### config.mk
export PLATFORM = sky130hd
export DESIGN_NAME = refclk_out_pair
export DESIGN_NICKNAME = d
export VERILOG_FILES = /design/src/rtl/rco_pkg.sv /design/src/rtl/rco_srcsync.sv /design/src/rtl/rco_ctrl_reg.sv /design/src/rtl/rco_chan.sv /design/src/rtl/refclk_out_pair.sv
export SDC_FILE = /design/constraint.sdc
export NUM_CORES = 1
export LEC_CHECK = 0
export BUFFER_PORTS_ARGS = -buffer_cell sky130_fd_sc_hd__clkbuf_2
export CAP_MARGIN = 20
export CORE_UTILIZATION = 54
export DETAILED_ROUTE_END_ITERATION = 12
export PLACE_DENSITY = 0.83
export SYNTH_ARGS = -nofsm -noshare
export SYNTH_HDL_FRONTEND = slang
export SYNTH_SLANG_ARGS = --single-unit
### constraint.sdc
create_clock -name clk -period 5.5 [get_ports clk]
set_clock_uncertainty 0.05 [all_clocks]
set_input_delay 0.275 -clock clk [delete_from_list [all_inputs] [get_ports clk]]
set_output_delay 0.275 -clock clk [all_outputs]
set_load 0.01 [all_outputs]
### src/rtl/rco_pkg.sv
`timescale 1ns/1ps
package rco_pkg;
  localparam int NSRC  = 16;
  localparam int SEL_W = $clog2(NSRC);
  localparam int DIV_W = 4;

  // one channel's field group; packing order matches the register layout
  typedef struct packed {
    logic             en;
    logic [SEL_W-1:0] sel;
    logic [DIV_W-1:0] div;
  } chan_cfg_t;

  localparam int CFG_W = $bits(chan_cfg_t);
endpackage

### src/rtl/rco_srcsync.sv
`timescale 1ns/1ps
module rco_srcsync #(
  parameter int N      = 16,
  parameter int STAGES = 2
) (
  input  logic         clk,
  input  logic         rst_n,
  input  logic [N-1:0] src,
  output logic [N-1:0] rise,
  output logic [N-1:0] fall
);
  // pipe[0..STAGES-1] synchronize, pipe[STAGES] holds the previous level
  logic [STAGES:0][N-1:0] pipe;

  always_ff @(posedge clk) begin
    if (!rst_n) pipe <= '0;
    else        pipe <= {pipe[STAGES-1:0], src};
  end

  for (genvar i = 0; i < N; i++) begin : g_edge
    assign rise[i] =  pipe[STAGES-1][i] & ~pipe[STAGES][i];
    assign fall[i] = ~pipe[STAGES-1][i] &  pipe[STAGES][i];
  end
endmodule

### src/rtl/rco_ctrl_reg.sv
`timescale 1ns/1ps
module rco_ctrl_reg #(
  parameter int                ADDR_W    = 12,
  parameter int                DATA_W    = 32,
  parameter logic [ADDR_W-1:0] CTRL_ADDR = 12'h128,
  parameter logic [DATA_W-1:0] USED_MASK = 32'h01FF01FF
) (
  input  logic              clk,
  input  logic              rst_n,
  input  logic              wr_en,
  input  logic [ADDR_W-1:0] wr_addr,
  input  logic [DATA_W-1:0] wr_data,
  output logic [DATA_W-1:0] ctrl_q
);
  always_ff @(posedge clk) begin
    if (!rst_n)
      ctrl_q <= '0;
    else if (wr_en && wr_addr == CTRL_ADDR)
      ctrl_q <= wr_data & USED_MASK;
  end
endmodule

### src/rtl/rco_chan.sv
`timescale 1ns/1ps
module rco_chan
  import rco_pkg::*;
#(
  parameter logic [NSRC-1:0] RESERVED_MASK = 16'h5818
) (
  input  logic            clk,
  input  logic            rst_n,
  input  chan_cfg_t       cfg,
  input  logic [NSRC-1:0] rise,
  input  logic [NSRC-1:0] fall,
  output logic            out_q
);
  typedef enum logic {ST_STOP, ST_RUN} st_t;

  st_t              st;
  logic [SEL_W-1:0] cur_sel;
  logic [DIV_W-1:0] cur_div;
  logic [DIV_W:0]   hcnt;     // half-period index inside one output period
  logic             cfg_ok;
  logic             run_edge;
  logic             period_end;

  assign cfg_ok     = cfg.en && !RESERVED_MASK[cfg.sel];
  assign run_edge   = rise[cur_sel] | fall[cur_sel];
  assign period_end = (hcnt == {cur_div, 1'b1});   // 2*(N+1)-1

  always_ff @(posedge clk) begin
    if (!rst_n) begin
      st      <= ST_STOP;
      cur_sel <= '0;
      cur_div <= '0;
      hcnt    <= '0;
      out_q   <= 1'b0;
    end else begin
      case (st)
        ST_STOP: begin
          cur_sel <= cfg.sel;
          cur_div <= cfg.div;
          hcnt    <= '0;
          if (cfg_ok && rise[cfg.sel]) begin
            st    <= ST_RUN;
            out_q <= 1'b1;
          end else begin
            out_q <= 1'b0;
          end
        end
        ST_RUN: begin
          if (run_edge) begin
            if (period_end) begin
              hcnt <= '0;
              if (cfg_ok && cfg.sel == cur_sel) begin
                out_q   <= 1'b1;
                cur_div <= cfg.div;
              end else begin
                st    <= ST_STOP;
                out_q <= 1'b0;
              end
            end else begin
              hcnt  <= hcnt + 1'b1;
              out_q <= (hcnt < {1'b0, cur_div});
            end
          end
        end
        default: st <= ST_STOP;
      endcase
    end
  end
endmodule

### src/rtl/refclk_out_pair.sv
`timescale 1ns/1ps
module refclk_out_pair
  import rco_pkg::*;
#(
  parameter int                ADDR_W        = 12,
  parameter int                DATA_W        = 32,
  parameter logic [ADDR_W-1:0] CTRL_ADDR     = 12'h128,
  parameter int                NCH           = 2,
  parameter int                CH_STRIDE     = 16,
  parameter int                SYNC_STAGES   = 2,
  parameter logic [NSRC-1:0]   RESERVED_MASK = 16'h5818
) (
  input  logic              clk,
  input  logic              rst_n,
  input  logic              reg_wr_en,
  input  logic [ADDR_W-1:0] reg_wr_addr,
  input  logic [DATA_W-1:0] reg_wr_data,
  output logic [DATA_W-1:0] reg_rd_data,
  input  logic [NSRC-1:0]   src_clk,
  output logic [NCH-1:0]    ref_out
);
  function automatic logic [DATA_W-1:0] calc_used();
    logic [DATA_W-1:0] m;
    m = '0;
    for (int c = 0; c < NCH; c++)
      for (int b = 0; b < CFG_W; b++)
        m[c*CH_STRIDE + b] = 1'b1;
    return m;
  endfunction

  localparam logic [DATA_W-1:0] USED_MASK = calc_used();

  logic [DATA_W-1:0] ctrl_q;
  logic [NSRC-1:0]   src_rise, src_fall;

  rco_ctrl_reg #(
    .ADDR_W(ADDR_W), .DATA_W(DATA_W), .CTRL_ADDR(CTRL_ADDR), .USED_MASK(USED_MASK)
  ) u_reg (
    .clk(clk), .rst_n(rst_n), .wr_en(reg_wr_en), .wr_addr(reg_wr_addr),
    .wr_data(reg_wr_data), .ctrl_q(ctrl_q)
  );

  rco_srcsync #(.N(NSRC), .STAGES(SYNC_STAGES)) u_sync (
    .clk(clk), .rst_n(rst_n), .src(src_clk), .rise(src_rise), .fall(src_fall)
  );

  for (genvar c = 0; c < NCH; c++) begin : g_ch
    chan_cfg_t cfg;
    assign cfg = ctrl_q[c*CH_STRIDE +: CFG_W];
    rco_chan #(.RESERVED_MASK(RESERVED_MASK)) u_chan (
      .clk(clk), .rst_n(rst_n), .cfg(cfg), .rise(src_rise), .fall(src_fall),
      .out_q(ref_out[c])
    );
  end

  assign reg_rd_data = ctrl_q;
endmodule

Yosys cells after proc, flatten, opt, wreduce, memory -nomap -nowiden
Memory sizes are Yosys's and may differ from the RTL's. A register that Yosys moved wholly into a read port is not among the register bits.
Cells that the tools add are included.
{"block": "word_totals", "word_cells": 162, "out_inout_bits": 34, "mem_bits_ro": 32, "in_bits": 63, "ff_bits": 96, "memories": 2}
{"block": "classes", "bitwise_logic": 68, "n_lt_le_gt_ge": 6, "muxes": 48, "add_sub_neg": 2, "eq_ne": 11, "n_reduce_logical": 11}
{"memory": "(no name shown)", "words": 16, "word_bits": 1, "rd": 1, "rd_ports_with_merged_regs": 1, "wr": 0, "line": "rco_chan.sv:24", "rtl": "assign cfg_ok = cfg.en && !RESERVED_MASK[cfg.sel];"}
{"memory": "(no name shown)", "words": 16, "word_bits": 1, "rd": 1, "rd_ports_with_merged_regs": 1, "wr": 0, "line": "rco_chan.sv:24"}
{"cell": "two-way mux 4 bit", "n": 10}
{"cell": "inverter 1 bit", "n": 34}
{"cell": "AND 1 bit", "n": 32}
{"cell": "binary-select mux 1 bit (select 4 bit)", "n": 6}
{"cell": "less-than comparator 4 x 5 -> 1 bit, second input constant", "n": 4}
{"cell": "two-way mux 1 bit", "n": 20}
{"cell": "two-way mux 5 bit", "n": 4}
{"cell": "case mux 5 bit (2 select lines)", "n": 2}
{"cell": "case mux 4 bit (2 select lines)", "n": 2}
{"cell": "equality test 12 x 9 -> 1 bit, second input constant", "n": 1}
{"cell": "inequality test 2 bit, second input constant", "n": 6}
{"cell": "adder 5 x 1 -> 5 bit, second input constant", "n": 2}
{"cell": "equality test 5 bit", "n": 2}
{"cell": "less-than comparator 5 x 4 -> 1 bit", "n": 2}
{"cell": "equality test 4 bit", "n": 2}
{"cell": "case mux 1 bit (2 select lines)", "n": 4}
{"cell": "logical AND 1 bit", "n": 7}
{"cell": "AND reduction 3 bit", "n": 2}
{"cell": "zero test 1 bit", "n": 2}
{"cell": "bitwise OR 1 bit", "n": 2}

Depth between registers and ports, before layout
{"block": "depth", "ltp_word": 9, "depth_mapped": 8, "mapped_depth_nobuf": 7}

Hierarchy
From an unflattened synthesis, not the netlist that was laid out.
{"block": "hier_totals", "cells_unflattened": 509, "area_unflattened_um2": 4904.7}
{"module": "rco_chan", "n_inst": 2, "area_per_inst_um2": 1260.0, "seq_area_each_um2": 300.3, "cells_per_inst": 139}
{"module": "rco_srcsync", "n_inst": 1, "area_per_inst_um2": 1505.2, "seq_area_each_um2": 960.9, "cells_per_inst": 133}
{"module": "rco_ctrl_reg", "n_inst": 1, "area_per_inst_um2": 879.6, "seq_area_each_um2": 360.3, "cells_per_inst": 98}

Least setup slack after synthesis
No wires, ideal clock.
{"block": "synth_timing", "path_kind": "register to register", "start": "register g_ch[1].u_chan.cur_sel[0]", "end": "register g_ch[1].u_chan.cur_div[0]", "arrival_ns": 1.856, "n_path_buf": 2, "setup_ns": 0.072, "path_slack_ns": 3.522, "t_required_ns": 5.378, "stages_incl_launch_ff": 8, "period_less_slack_ns": 1.978, "path_cell_list": "dfxtp_1 buf_2 mux4_2 a2bb2oi_2 o21a_1 buf_2 a21boi_2 mux2i_1"}
{"block": "synth_via", "elab_chain_cells": 5, "elab_cells_between_ends": 10, "cone_classes": "eq/ne (3); mux (4); bitwise (1); reduce/logical (2)"}
{"element": "from (decl)", "line": "rco_chan.sv:17", "rtl": "logic [SEL_W-1:0] cur_sel;"}
{"element": "from (signal assigned)", "line": "rco_chan.sv:38", "rtl": "cur_sel <= cfg.sel;"}
{"element": "binary-select mux 1 bit (select 4 bit)", "line": "rco_chan.sv:25", "rtl": "assign run_edge = rise[cur_sel] | fall[cur_sel];"}
{"element": "two-way mux 1 bit (not written as such)", "line": "rco_chan.sv:25"}
{"element": "bitwise OR 1 bit", "line": "rco_chan.sv:25"}
{"element": "inequality test 2 bit (no line)"}
{"element": "AND reduction 3 bit (no line) *"}
{"element": "to (signal assigned)", "line": "rco_chan.sv:39", "rtl": "cur_div <= cfg.div;"}
{"element": "to (signal assigned)", "line": "rco_chan.sv:54", "rtl": "cur_div <= cfg.div;"}
{"element": "to (decl)", "line": "rco_chan.sv:18", "rtl": "logic [DIV_W-1:0] cur_div;"}
Mark *: on every way between the ends. The rest lies on a longest branch, timed or not. The select of a mux whose other input is x is not followed.
A chain may end at the register's enable or synchronous reset.

Worst setup path after layout
{"block": "layout_timing", "start": "register u_reg.ctrl_q[20]", "end": "register g_ch[1].u_chan.st"}
{"block": "layout_via", "elab_chain_cells": 6, "elab_cells_between_ends": 10, "cone_classes": "eq/ne (1); mux (7); reduce/logical (2)"}
{"element": "from (decl)", "line": "rco_ctrl_reg.sv:13", "rtl": "output logic [DATA_W-1:0] ctrl_q"}
{"element": "from (signal assigned)", "line": "rco_ctrl_reg.sv:19", "rtl": "ctrl_q <= wr_data & USED_MASK;"}
{"element": "branches (longest 5 deep; another with binary-select mux 1 bit (select 4 bit))"}
{"element": "case mux 1 bit (2 select lines) *", "line": "rco_chan.sv:36", "rtl": "case (st)"}
{"element": "to (signal assigned)", "line": "rco_chan.sv:42", "rtl": "st <= ST_RUN;"}
{"element": "to (signal assigned)", "line": "rco_chan.sv:56", "rtl": "st <= ST_STOP;"}
{"element": "to (signal assigned)", "line": "rco_chan.sv:65", "rtl": "default: st <= ST_STOP;"}
{"element": "to (decl)", "line": "rco_chan.sv:16", "rtl": "st_t st;"}
Every way passes the cells marked *. The select of a mux whose other input is x is not followed.

==> flow_metrics.py <==
metrics = {
    "logic_synthesis": {
        "muxShareOfSynthArea_pct": 10.7,
        "synthCells": 505,
        "synth_area_sq_um": 4850,
        "synth_area_leaders": "dfxtp_1, mux2i_1, and2_1, nor2b_1, xor2_1",
        "seq_area_frac_synth_pct": 40.5,
        "synth_ff_type": "dfxtp_1",
        "synth.avg_cell_area_sq_um": 9.60,
        "synth_edf_count": 0,
        "synth_top_area_share_pct": 40.5,
        "yosys.area.top_type": "dfxtp_1",
        "synth_compound_area_share_pct": 10.9,
        "synth-seq-cells": 98,
        "synth_warnings": 0,
        "yosys.area_share.simple_pct": 23.9,
        "synth_xor_area_share_pct": 5.96,
        "synth_top_family_by_area": "simple AND/OR/NAND/NOR gates",
        "ys_types": 63,
        "async_flop_share_pct": 0,
        "synth_fa_ha_area_share_pct": 2.06,
    },
    "layout": {
        "utilization_pct": 61.8,
        "multiInputGateArea_sq_um": 2650,
        "diodes": 0,
        "regArea_sq_um": 1960,
        "area_delta_synth_final_pct": 11.0,
        "fin_cells": 667,
        "fill_cells": 697,
        "drive_gt1_share_pct": 18.8,
        "final_net_count": 625,
    },
    "detailed_routing": {
        "dr.pass1.iters": 4,
        "drtIter0Drc": 160,
        "wl_um": 9570,
        "drcViolationCount": 0,
        "wl_per_cell_um": 14.3,
        "num_vias": 3715,
        "viasPerCell": 5.57,
        "drtAntennaViolNets": 0,
    },
    "die": {
        "die_h_um": 96.8,
        "core_sq_um": 8720,
        "dieArea_sq_um": 9360,
        "die_w_um": 96.8,
        "ios": 97,
        "start_util_pct": 55.6,
        "rows": 34,
    },
    "timing": {
        "period_minus_slack_ns": 2.31,
        "fin_crit_sh_pct": 42.1,
        "fmax_ghz": 0.432,
        "worstMarginPinSlew_ns": 0.766,
        "finalMaxSlewViolations": 0,
        "layout_setup_ws_ns": 3.19,
        "rsz0062_at_grt": "no",
        "setup_viol": 0,
        "hold_violations": 0,
        "maxSlewHeadroom_pct": 48.9,
        "setup-tns-final_ns": 0,
    },
    "setup_path": {
        "end_kind": "flip-flop",
        "cp-start-kind": "flip-flop",
        "critPathMaxFanout": 17,
        "path_class": "flip-flop to flip-flop",
        "crit_required_ns": 5.72,
        "crit_arrival_ns": 2.54,
    },
    "clock_tree": {
        "hold_buffers": 0,
        "clockBufferDepth": 2,
        "cts_num_sinks": 98,
        "cts_buffers": 9,
        "cts_max_level": 3,
        "cts_root_buffer": "clkbuf_8",
        "clock_latency_ns": 0.36,
        "path_clk_slew_ns": 0.09,
        "cts_tree": "built",
        "cts_setup_buffers": 0,
        "cts_resized": 0,
    },
    "placed_design": {
        "placed_cells": 651,
        "pre_cts_ws_ns": 3.23,
        "port_buffers": 68,
        "dp_hpwl_um": 6960,
        "gp_congestion": 0.860,
    },
    "job": {
        "max_cap_viol_count": 0,
    },
    "power": {
        "peakVddDrop_mv": 0.149,
        "p_leak_nw": 2.23,
        "p_per_area_nw_per_um2": 248,
    },
    "global_route": {
        "grt_first_pass_wirelength_um": 16500,
        "grt-ovfl-total": 0,
        "antenna_found_initial": 0,
        "grt_max_degree": 58,
        "grt_pass1_vias": 3592,
        "gr-usage-all-layers_pct": 21.5,
    },
    "worst_hold_path": {
        "hold_path_class": "input pin to flip-flop",
    },
    "status": {
        "status": "finished clean",
    },
}
[layout by cell type, fill, tap and decap left out, drive strengths merged, types with 8 or more instances in the layout]
cell type,netlist,layout
and2,50,50
o21ai,14,14
conb,1,14
clkbuf,17,80
nand2,24,24
nand3b,9,9
nand2b,13,13
dfxtp,98,98
inv,12,12
a21oi,9,9
nor3b,8,8
xnor2,15,15
ha,8,8
mux2i,34,34
nand3,15,15
xor2,18,18
nor2b,34,34
[final timing paths]
| check | cells past startpoint | end | slack, ns | start |
|---|---|---|---|---|
| setup / recovery | 5 | g_ch[1].u_chan.st$_SDFF_PN0_ | 3.19 | u_reg.ctrl_q[20]$_SDFFE_PN0N_ |
| hold / removal | 2 | u_sync.pipe[2]$_SDFF_PN0_ | 0.07 | src_clk[2] |
| setup reg to reg | 5 | g_ch[1].u_chan.st$_SDFF_PN0_ | 3.19 | u_reg.ctrl_q[20]$_SDFFE_PN0N_ |
| hold reg to reg | 1 | u_sync.pipe[21]$_SDFF_PN0_ | 0.39 | u_sync.pipe[5]$_SDFF_PN0_ |
[where the power goes]
part	switching, mW	leakage (nW)	internal (mW)
clock network	0.238	0.119	0.293
logic	0.0372	1.31	0.0379
registers	0.00840	0.797	0.723
[through the flow]
stage	hold WS (ns)	instance area (sq um)	power, mW
final	0.0661	5390	1.34
after global routing	0.0572	5390	1.39
after CTS	0.0550	5390	1.35
after detailed placement	0.367	5150	0.823
after global placement	0.366	5150	0.820
after floorplan	0.352	4900	0.803
[per-layer routing]
layer	GRT usage, %	wire length [um]
met3	4.26	581
met1	26.7	4130
met2	35.5	4600
met5	0	0
met4	10.8	259
[layout make-up]
| type | count | share of cell area, % |
|---|---|---|
| flip-flops and latches | 98 | 36.4 |
| multi-input cells | 363 | 49.2 |
| inverters | 12 | 0.836 |
| clock buffers | 12 | 3.07 |
| repair buffers | 70 | 6.60 |
| well taps | 108 | 2.51 |
| clock inverters | 4 | 1.35 |
[cells in the mapped netlist (5+ instances only)]
cell type / instances
dfxtp_1: 98
and2_1: 50
mux2i_1: 34
nor2b_1: 34
nand2_1: 24
xor2_1: 18
buf_4: 17
clkbuf_1: 17
nand3_1: 15
xnor2_1: 15
nand2b_1: 13
o21ai_0: 12
inv_1: 11
a21oi_1: 9
nand3b_1: 9
ha_1: 8
nor3b_1: 8
buf_2: 7
nor2_1: 7
nor3_1: 7
mux4_2: 6
and3_1: 5
o211ai_1: 5
[state kept, by name, indices dropped and copies added, names as in the netlist, named ones only]
name,flops
u_reg.ctrl_q,18
u_sync.pipe,48
g_ch.u_chan.cur_div,8
g_ch.u_chan.st,2
g_ch.u_chan.hcnt,10
g_ch.u_chan.cur_sel,8
g_ch.u_chan.out_q,2
[critical path, cell delays in order (launching register included)]
cell      delay [ns]
dfxtp_1         0.72
mux4_2          0.42
mux4_2          0.46
o211ai_1        0.14
o211ai_1        0.20
a31oi_1         0.24
[kinds of logic after synthesis]
kind of cell / after synthesis
fa+ha+maj: 8
compound gates: 71
xor+xnor: 33
simple gates: 193
flops: 98
buf+inv: 57
other cells: 1
mux: 44
Power figures use the tool's default switching activity.
